$ cat src/rtl/syspend_pkg.sv
package syspend_pkg;
  localparam int N_EXC = 3;
  localparam int WORD_W = 32;

  // Flag index of each exception
  localparam int IDX_NMI = 0;
  localparam int IDX_SVC = 1;
  localparam int IDX_TICK = 2;

  // Write-side bit positions; -1 marks "no clear bit"
  localparam int SET_POS [N_EXC] = '{31, 28, 26};
  localparam int CLR_POS [N_EXC] = '{-1, 27, 25};

  // Read-side field positions
  localparam int RD_ACT_LSB = 0;
  localparam int RD_PEND_LSB = 12;
  localparam int RD_OTHER_ACT = 11;
  localparam int RD_EXT_PEND = 22;
endpackage

$ cat src/rtl/syspend_wr_decode.sv
module syspend_wr_decode
  import syspend_pkg::*;
(
  input  logic              wr_en,
  input  logic [WORD_W-1:0] wr_data,
  output logic [N_EXC-1:0]  set_sw,
  output logic [N_EXC-1:0]  clr_sw
);
  logic unused_wr_bits;
  assign unused_wr_bits = ^wr_data;

  for (genvar i = 0; i < N_EXC; i++) begin : g_dec
    assign set_sw[i] = wr_en & wr_data[SET_POS[i]];
    if (CLR_POS[i] >= 0) begin : g_clr
      assign clr_sw[i] = wr_en & wr_data[CLR_POS[i]];
    end else begin : g_noclr
      assign clr_sw[i] = 1'b0;
    end
  end
endmodule

$ cat src/rtl/syspend_flag.sv
module syspend_flag (
  input  logic clk,
  input  logic rst_n,
  input  logic set_i,
  input  logic clr_i,
  output logic q
);
  always_ff @(posedge clk or negedge rst_n) begin
    if (!rst_n)     q <= 1'b0;
    else if (set_i) q <= 1'b1;
    else if (clr_i) q <= 1'b0;
  end

  // Set has priority over any clear source
  assert_set_wins_R6: assert property (@(posedge clk) disable iff (!rst_n)
    set_i |=> q);
  assert_clear_alone_R6: assert property (@(posedge clk) disable iff (!rst_n)
    (clr_i && !set_i) |=> !q);
  // Without a request the flag holds its value
  assert_hold_R11: assert property (@(posedge clk) disable iff (!rst_n)
    (!set_i && !clr_i) |=> $stable(q));
endmodule

$ cat src/rtl/syspend_rd_pack.sv
module syspend_rd_pack
  import syspend_pkg::*;
#(
  parameter int VEC_W = 9
) (
  input  logic [N_EXC-1:0]  flags,
  input  logic              act_valid,
  input  logic [VEC_W-1:0]  act_vec,
  input  logic              pend_valid,
  input  logic [VEC_W-1:0]  pend_vec,
  input  logic              ext_pend_any,
  input  logic              ext_other_act,
  output logic [WORD_W-1:0] rd_data
);
  always_comb begin
    rd_data = '0;
    rd_data[RD_ACT_LSB +: VEC_W]  = act_valid  ? act_vec  : '0;
    rd_data[RD_PEND_LSB +: VEC_W] = pend_valid ? pend_vec : '0;
    rd_data[RD_OTHER_ACT] = ext_other_act;
    rd_data[RD_EXT_PEND]  = ext_pend_any;
    for (int i = 0; i < N_EXC; i++) begin
      rd_data[SET_POS[i]] = flags[i];
    end
  end
endmodule

$ cat src/rtl/syspend_ctrl.sv
module syspend_ctrl
  import syspend_pkg::*;
#(
  parameter int VEC_W    = 9,
  parameter int NMI_VEC  = 2,
  parameter int SVC_VEC  = 14,
  parameter int TICK_VEC = 15
) (
  input  logic              clk,
  input  logic              rst_n,
  input  logic              wr_en,
  input  logic [WORD_W-1:0] wr_data,
  output logic [WORD_W-1:0] rd_data,
  input  logic              tick_set,
  input  logic              ack_valid,
  input  logic [VEC_W-1:0]  ack_vec,
  input  logic              act_valid,
  input  logic [VEC_W-1:0]  act_vec,
  input  logic              pend_valid,
  input  logic [VEC_W-1:0]  pend_vec,
  input  logic              ext_pend_any,
  input  logic              ext_other_act,
  output logic              nmi_pend,
  output logic              svc_pend,
  output logic              tick_pend
);
  localparam int EXC_VEC [N_EXC] = '{NMI_VEC, SVC_VEC, TICK_VEC};

  logic [N_EXC-1:0] set_sw, clr_sw, ack_hit, hw_set, flags;

  syspend_wr_decode u_dec (
    .wr_en  (wr_en),
    .wr_data(wr_data),
    .set_sw (set_sw),
    .clr_sw (clr_sw)
  );

  for (genvar i = 0; i < N_EXC; i++) begin : g_flag
    assign ack_hit[i] = ack_valid && (ack_vec == VEC_W'(EXC_VEC[i]));
    if (i == IDX_TICK) begin : g_hw
      assign hw_set[i] = tick_set;
    end else begin : g_nohw
      assign hw_set[i] = 1'b0;
    end
    syspend_flag u_flag (
      .clk  (clk),
      .rst_n(rst_n),
      .set_i(set_sw[i] | hw_set[i]),
      .clr_i(clr_sw[i] | ack_hit[i]),
      .q    (flags[i])
    );
  end

  syspend_rd_pack #(.VEC_W(VEC_W)) u_pack (
    .flags        (flags),
    .act_valid    (act_valid),
    .act_vec      (act_vec),
    .pend_valid   (pend_valid),
    .pend_vec     (pend_vec),
    .ext_pend_any (ext_pend_any),
    .ext_other_act(ext_other_act),
    .rd_data      (rd_data)
  );

  assign nmi_pend  = flags[IDX_NMI];
  assign svc_pend  = flags[IDX_SVC];
  assign tick_pend = flags[IDX_TICK];

  // Port-level checks
  assert_nmi_set_R2: assert property (@(posedge clk) disable iff (!rst_n)
    (wr_en && wr_data[31]) |=> nmi_pend);
  assert_nmi_sticky_R2: assert property (@(posedge clk) disable iff (!rst_n)
    (nmi_pend && !(ack_valid && ack_vec == VEC_W'(NMI_VEC))) |=> nmi_pend);
  assert_svc_set_R3: assert property (@(posedge clk) disable iff (!rst_n)
    (wr_en && wr_data[28]) |=> svc_pend);
  assert_tick_set_R4: assert property (@(posedge clk) disable iff (!rst_n)
    (wr_en && wr_data[26]) |=> tick_pend);
  assert_hw_tick_R5: assert property (@(posedge clk) disable iff (!rst_n)
    tick_set |=> tick_pend);
  assert_rd_flags_R7: assert property (@(posedge clk) disable iff (!rst_n)
    (rd_data[31] == nmi_pend) && (rd_data[28] == svc_pend) && (rd_data[26] == tick_pend));
endmodule

$ cat config.mk
export PLATFORM = sky130hd
export DESIGN_NAME = syspend_ctrl
export DESIGN_NICKNAME = d
export VERILOG_FILES = /design/src/rtl/syspend_pkg.sv /design/src/rtl/syspend_wr_decode.sv /design/src/rtl/syspend_flag.sv /design/src/rtl/syspend_rd_pack.sv /design/src/rtl/syspend_ctrl.sv
export SDC_FILE = /design/constraint.sdc
export NUM_CORES = 1
export LEC_CHECK = 0
export BUFFER_PORTS_ARGS = -buffer_cell sky130_fd_sc_hd__buf_2
export CORE_MARGIN = 5
export CORE_UTILIZATION = 19
export DETAILED_ROUTE_END_ITERATION = 16
export HOLD_SLACK_MARGIN = 0.08
export PLACE_DENSITY = 0.87
export RECOVER_POWER = 100
export SYNTH_ARGS = -nofsm -noshare
export SYNTH_HDL_FRONTEND = slang
export SYNTH_SLANG_ARGS = --single-unit
export TNS_END_PERCENT = 100
$ cat constraint.sdc
create_clock -name clk -period 0.8 [get_ports clk]
set_input_delay 0.16 -clock clk [delete_from_list [all_inputs] [get_ports clk]]
set_output_delay 0.16 -clock clk [all_outputs]
set_load 0.02 [all_outputs]
==> impl_metrics.py, run 1 <==
metrics = {
    "die": {
        "io_pins": 103,
        "start_util": 0.194,
        "fp-row-count": 17,
        "die-area_mm2": 0.00323,
        "core_mm2": 0.00215,
        "fp.dieW_um": 56.8,
        "dieHeight_um": 56.8,
    },
    "timing": {
        "fmax_mhz": 964,
        "drv_slew": 0,
        "grt_setup_unrepaired": "yes",
        "hold_viol": 0,
        "fin_crit_ps": 1040,
        "timing.final.ws_setup_ps": -237,
        "skew_ps": 0,
        "fin_crit_sh": 1.30,
        "setup_violations": 8,
    },
    "global_routing": {
        "antenna_found_initial": 0,
        "grt_overflow": 0,
        "grt_max_degree": 10,
        "grt_pass1_vias": 639,
        "track_usage": 0.103,
        "grt_pass1_wl_um": 2560,
    },
    "worst_setup_path": {
        "cp-start-kind": "flip-flop",
        "worstPathArrival_ps": 880,
        "cp_data_required_time_ps": 640,
        "end_kind": "output pin",
        "critical_path_class": "flip-flop to output pin",
        "cp_max_fo": 2,
    },
    "cells_and_area": {
        "final_util": 0.402,
        "largest_reg_flops": 3,
        "area_delta_synth_final_pct": 107,
        "largestRegisters": "g_flag.u_flag.q x3",
        "fin_nets": 190,
        "layoutNonFillerInstCount": 149,
        "multi_input_area_um2": 275,
        "largest-register": "g_flag.u_flag.q",
        "n_antenna_cell": 0,
        "regArea_um2": 77.6,
        "fillerInstances": 220,
        "drive_gt1_frac": 0.653,
        "fin_area_um2": 863,
    },
    "placed_design": {
        "dp.cells": 142,
        "globalplace.congestion": 0.776,
        "detailedPlace.worstSlack_ps": -293,
        "numPortBuffers": 62,
        "dp_hpwl_um": 1520,
        "placed_area_um2": 742,
    },
    "pwr": {
        "vdd.ir_drop.worst_v": 0.000575,
        "combPwrFrac": 0.499,
        "swShare": 0.353,
        "p_sw_w": 0.000302,
        "powerDensity_mw_per_mm2": 991,
        "leakagePower_nw": 0.471,
        "total_power_w": 0.000855,
        "intPower_w": 0.000553,
        "p_seq_frac": 0.195,
        "clock_power_share": 0.306,
    },
    "synthesis": {
        "synth_cell_types": 16,
        "yosys_warnings": 0,
        "synth_edf_count": 0,
        "netlist.area_leader.share": 0.270,
        "seq_area_frac_synth": 0.180,
        "yosysTopAreaCell": "and2_1",
        "synthTopCellsByCount": "18 x and2_1, 14 x buf_4, 4 x nand2_1, 3 x dfrtp_1",
        "synth_area_um2": 417,
        "synth.area.top_cells": "and2_1 27%, buf_4 25%, dfrtp_1 18%",
        "synthCells": 51,
        "synth_most_common_cell": "and2_1",
        "syn_area_per_cell_um2": 8.17,
        "synth_seq_cells": 3,
        "ys_async_sr_fraction": 1.00,
        "synthFlopType": "dfrtp_1",
    },
    "routing": {
        "vias": 590,
        "drt_pass1_iterations": 2,
        "routed_wl_um": 1670,
        "drt_iter0_markers": 2,
        "ant_nets": 0,
        "wl_per_cell_um": 11.2,
        "via_per_inst": 3.96,
        "drc": 0,
    },
    "clocking": {
        "path_clk_slew_ps": 30,
        "clockRootBuffer": "clkbuf_4",
        "tritoncts": "yes",
        "cts_htree_levels": 1,
        "cts.sinks": 3,
        "cts_made_buffers": 3,
        "ctsLongestPathBuffers": 2,
        "clk_latency_ps": 230,
    },
    "flow_run": {
        "drv_cap": 0,
    },
    "run_status": {
        "violations": "negative setup slack",
        "run_status": "finished with violations",
    },
    "hold_path": {
        "hold_path_class": "primary input to flip-flop",
    },
}
logic make-up (layout without fill, tap and decap cells):
group           Yosys count  in the layout  synth area share
simple gates             27             27             0.438
other cells               1              9           0.00900
flops                     3              3             0.180
buf+inv                  14             76             0.252
compound gates            6              6             0.120
cell type report:
type,instances,area share
sequential,3,0.0899
timing repair buffer,72,0.520
clock buffer,4,0.0304
multi-input combinational,42,0.319
tap,28,0.0406
power groups by stage:
stage	Combinational, W	Clock, W	Sequential [W]
CTS	0.000415	0.000275	0.000167
global route	0.000461	0.000298	0.000167
detailed placement	0.000384	0	0.000167
global placement	0.000379	0	0.000166
floorplan	0.000230	0	0.000177
finish	0.000427	0.000262	0.000167
metrics by stage:
step	hold slack, ps	TNS (ps)
2_1_floorplan	-136	-316
3_3_place_gp	-41.7	-811
3_5_place_dp	-40.2	-874
4_1_cts	161	-1670
5_1_grt	162	-1830
6_report	171	-1550
layer usage:
| metal | vias to the layer above | wire length (um) | GRT usage |
|---|---|---|---|
| met3 | 2 | 186 | 0.0207 |
| li1 | 292 | - | - |
| met2 | 47 | 855 | 0.188 |
| met1 | 249 | 603 | 0.102 |
| met4 | 0 | 27 | 0.0695 |
| met5 | - | 0 | 0 |
cells in the final DEF, fill, tap and decap left out, types with 2 or more instances in the layout:
cell,n
buf_6,10
and2_1,17
buf_2,42
clkbuf_1,2
nand2_1,4
clkbuf_2,9
conb_1,9
clkbuf_4,3
buf_4,9
dfrtp_2,2
timing repair:
| action | 4_1_cts | 5_1_grt |
|---|---|---|
| setup endpoints to repair | 8 | 12 |
| gates resized for setup | 15 | 6 |
| hold endpoints to repair | 3 | 0 |
| setup buffers | 2 | 0 |
| hold buffers | 1 | 0 |
worst max-delay path, stage by stage (launching register included):
cell	delay, ps
dfrtp_2	410
buf_6	120
buf_6	120
worst paths after layout:
path / start / endpoint / slack [ps] / cells past startpoint
min: wr_data[31] / g_flag[0].u_flag.q$_DFFE_PN0P_ / 170 / 2
max: g_flag[0].u_flag.q$_DFFE_PN0P_ / nmi_pend / -240 / 2
max in group asynchronous: rst_n / g_flag[0].u_flag.q$_DFFE_PN0P_ / 340 / 2
min in group asynchronous: rst_n / g_flag[1].u_flag.q$_DFFE_PN0P_ / 280 / 2
min reg2reg: g_flag[2].u_flag.q$_DFFE_PN0P_ / g_flag[2].u_flag.q$_DFFE_PN0P_ / 590 / 2
max reg2reg: g_flag[0].u_flag.q$_DFFE_PN0P_ / g_flag[0].u_flag.q$_DFFE_PN0P_ / -190 / 3
Power figures use the tool's default switching activity.
==> run 2: changes to the inputs <==
Settings changed: CORE_UTILIZATION 19 to 20, PLACE_DENSITY 0.87 to 0.86, SYNTH_HIERARCHICAL set to 1, TNS_END_PERCENT 100 to 50.
==> run 2 against run 1 <==
The flow still finishes with violations (negative setup slack); synthesized cell count increased by 12%; die area is 3.2% higher; cell count shrank 2.7%; wire length fell by 13%; register-to-register slack improved by 290 ps; sequential power is 7% higher.
==> impl_metrics.py, run 2 <==
metrics = {
    "global_routing": {
        "antenna_found_initial": 0,
        "grt_pass1_wl_um": 2170,
        "grt_overflow": 0,
        "track_usage": 0.0853,
        "grt_pass1_vias": 494,
        "grt_max_degree": 10,
    },
    "worst_setup_path": {
        "critical_path_class": "flip-flop to output pin",
        "path_buf_inv": 1,
        "crit_path_max_incr_delay_ps": 390,
        "cp_slowest_cell": "dfrtp_1",
        "critical-path-top-delay-family": "flip-flops",
        "end_kind": "output pin",
        "cp-start-kind": "flip-flop",
        "crit_chain": "buf_2",
        "cp_max_fo": 3,
        "cp_data_required_time_ps": 640,
        "worstPathArrival_ps": 780,
    },
    "die": {
        "fp.dieW_um": 57.7,
        "die-area_mm2": 0.00333,
        "dieHeight_um": 57.7,
        "core_mm2": 0.00219,
        "start_util": 0.208,
        "fp-row-count": 17,
        "io_pins": 103,
    },
    "timing": {
        "drv_slew": 0,
        "fin_crit_sh": 1.18,
        "fin_crit_ps": 944,
        "grt_setup_unrepaired": "yes",
        "fmax_mhz": 1060,
        "skew_ps": 0,
        "hold_viol": 0,
        "timing.final.ws_setup_ps": -144,
        "setup_violations": 9,
        "fin_setup_tns_ps": -999,
    },
    "routing": {
        "ant_nets": 0,
        "wl_per_cell_um": 10.1,
        "via_per_inst": 3.70,
        "drc": 0,
        "drt_iter0_markers": 1,
        "routed_wl_um": 1460,
        "drt_pass1_iterations": 4,
        "vias": 536,
    },
    "synthesis": {
        "yosysTopAreaCell": "and2_1",
        "syn_area_per_cell_um2": 7.99,
        "netlist.area_leader.share": 0.316,
        "synthFlopType": "dfrtp_1",
        "synth_area_um2": 455,
        "ys_async_sr_fraction": 1.00,
        "seq_area_frac_synth": 0.165,
        "synthCells": 57,
        "synth.area.top_cells": "and2_1 32%, buf_4 25%, dfrtp_1 16%",
        "synth_seq_cells": 3,
        "yosys_warnings": 6,
        "synth_edf_count": 0,
        "synth_cell_types": 13,
        "synth_most_common_cell": "and2_1",
        "synthTopCellsByCount": "23 x and2_1, 15 x buf_4, 3 x a21o_1, 3 x dfrtp_1, 3 x inv_1",
    },
    "placed_design": {
        "dp.cells": 140,
        "placed_area_um2": 718,
        "numPortBuffers": 62,
        "globalplace.congestion": 0.741,
    },
    "pwr": {
        "intPower_w": 0.000539,
        "combPwrFrac": 0.486,
        "p_seq_frac": 0.212,
        "vdd.ir_drop.worst_v": 0.000351,
        "powerDensity_mw_per_mm2": 1090,
        "swShare": 0.362,
        "leakagePower_nw": 0.471,
        "p_sw_w": 0.000306,
        "clock_power_share": 0.302,
    },
    "cells_and_area": {
        "fin_area_um2": 776,
        "layoutNonFillerInstCount": 145,
        "largest-register": "g_flag.u_flag/q",
        "n_antenna_cell": 0,
        "fillerInstances": 258,
        "layout_commonest_cell": "buf_2",
        "area_delta_synth_final_pct": 70.3,
        "drive_gt1_frac": 0.573,
        "largest_reg_flops": 3,
        "largestRegisters": "g_flag.u_flag/q x3",
        "fin_nets": 186,
        "final_cell_mix": "48 x buf_2, 23 x and2_1, 10 x conb_1",
    },
    "hold_path": {
        "hold_path_class": "primary input to flip-flop",
    },
    "clocking": {
        "clockRootBuffer": "clkbuf_4",
        "cts_htree_levels": 1,
        "tritoncts": "yes",
        "cts.sinks": 3,
        "ctsLongestPathBuffers": 2,
        "cts_made_buffers": 3,
        "cts_setup_buffers": 0,
        "path_clk_slew_ps": 30,
        "clk_latency_ps": 230,
    },
    "flow_run": {
        "drv_cap": 0,
    },
    "run_status": {
        "violations": "negative setup slack",
        "run_status": "finished with violations",
    },
}
run 2: cell types whose count changed in the layout (fill, tap and decap cells not counted), sizes merged, moves of 2 or more:
cell,previous run,this run
nand2,5,0
and2,18,23
a21o,0,3
a41o,0,2
buf,61,54
clkbuf,14,12
inv,0,3
run 2: area by class of cell:
type,count,area (um2),share of cell area
Multi-Input combinational cell,44,287,0.369
Tap cell,28,35.0,0.0452
Timing Repair Buffer,63,342,0.440
Inverter,3,11.3,0.0145
Clock buffer,4,26.3,0.0339
Sequential cell,3,75.1,0.0968
run 2: path summary, 6_finish.rpt:
check                                                  to                           start  cells after the start  slack, ps
min in group asynchronous  g_flag[1].u_flag/q$_DFFE_PN0P_                           rst_n                      2        270
setup reg to reg           g_flag[1].u_flag/q$_DFFE_PN0P_  g_flag[1].u_flag/q$_DFFE_PN0P_                      1        100
setup / recovery                                tick_pend  g_flag[2].u_flag/q$_DFFE_PN0P_                      1       -140
hold / removal             g_flag[2].u_flag/q$_DFFE_PN0P_                        tick_set                      3        210
max in group asynchronous  g_flag[2].u_flag/q$_DFFE_PN0P_                           rst_n                      2        370
hold reg to reg            g_flag[0].u_flag/q$_DFFE_PN0P_  g_flag[0].u_flag/q$_DFFE_PN0P_                      1        520
run 2: cells by family (layout without fill, tap and decap cells):
kind of cell           count (synthesis)  after routing  share of synthesized area
AO/OA/AOI/OAI                          6              6                      0.113
buffers and inverters                 18             70                      0.272
flip-flops                             3              3                      0.165
other                                  2             10                     0.0165
AND/OR/NAND/NOR                       28             28                      0.434
run 2: repair_timing:
action | in CTS | in global routing
hold buffers | 1 | 0
setup endpoints to repair | 9 | 12
pin swaps | 0 | 0
hold endpoints to repair | 3 | 0
resized for setup | 0 | 8
run 2: routing by layer:
metal,wire length (um),share of wire,track usage,vias to the layer above
li1,-,-,-,278
met2,832,0.57,0.160,23
met4,0,0,0.0397,0
met3,183,0.13,0.0356,0
met5,0,0,0,-
met1,447,0.31,0.0792,235
run 2: power by group through the flow:
stage	clock network (W)	registers, W	logic, W
2_1_floorplan	0	0.000193	0.000262
3_3_place_gp	0	0.000178	0.000387
3_5_place_dp	0	0.000178	0.000391
4_1_cts	0.000270	0.000177	0.000396
5_1_grt	0.000284	0.000181	0.000445
6_report	0.000255	0.000179	0.000411
run 2: per-stage QoR:
step	power (W)	setup slack, ps	utilization	hold slack, ps
global route	0.000910	-185	0.354	225
floorplan	0.000455	-103	-	-136
global placement	0.000565	-270	0.328	-38.6
finish	0.000845	-144	0.354	210
CTS	0.000843	-159	0.344	209
detailed placement	0.000570	-314	0.328	-39.8
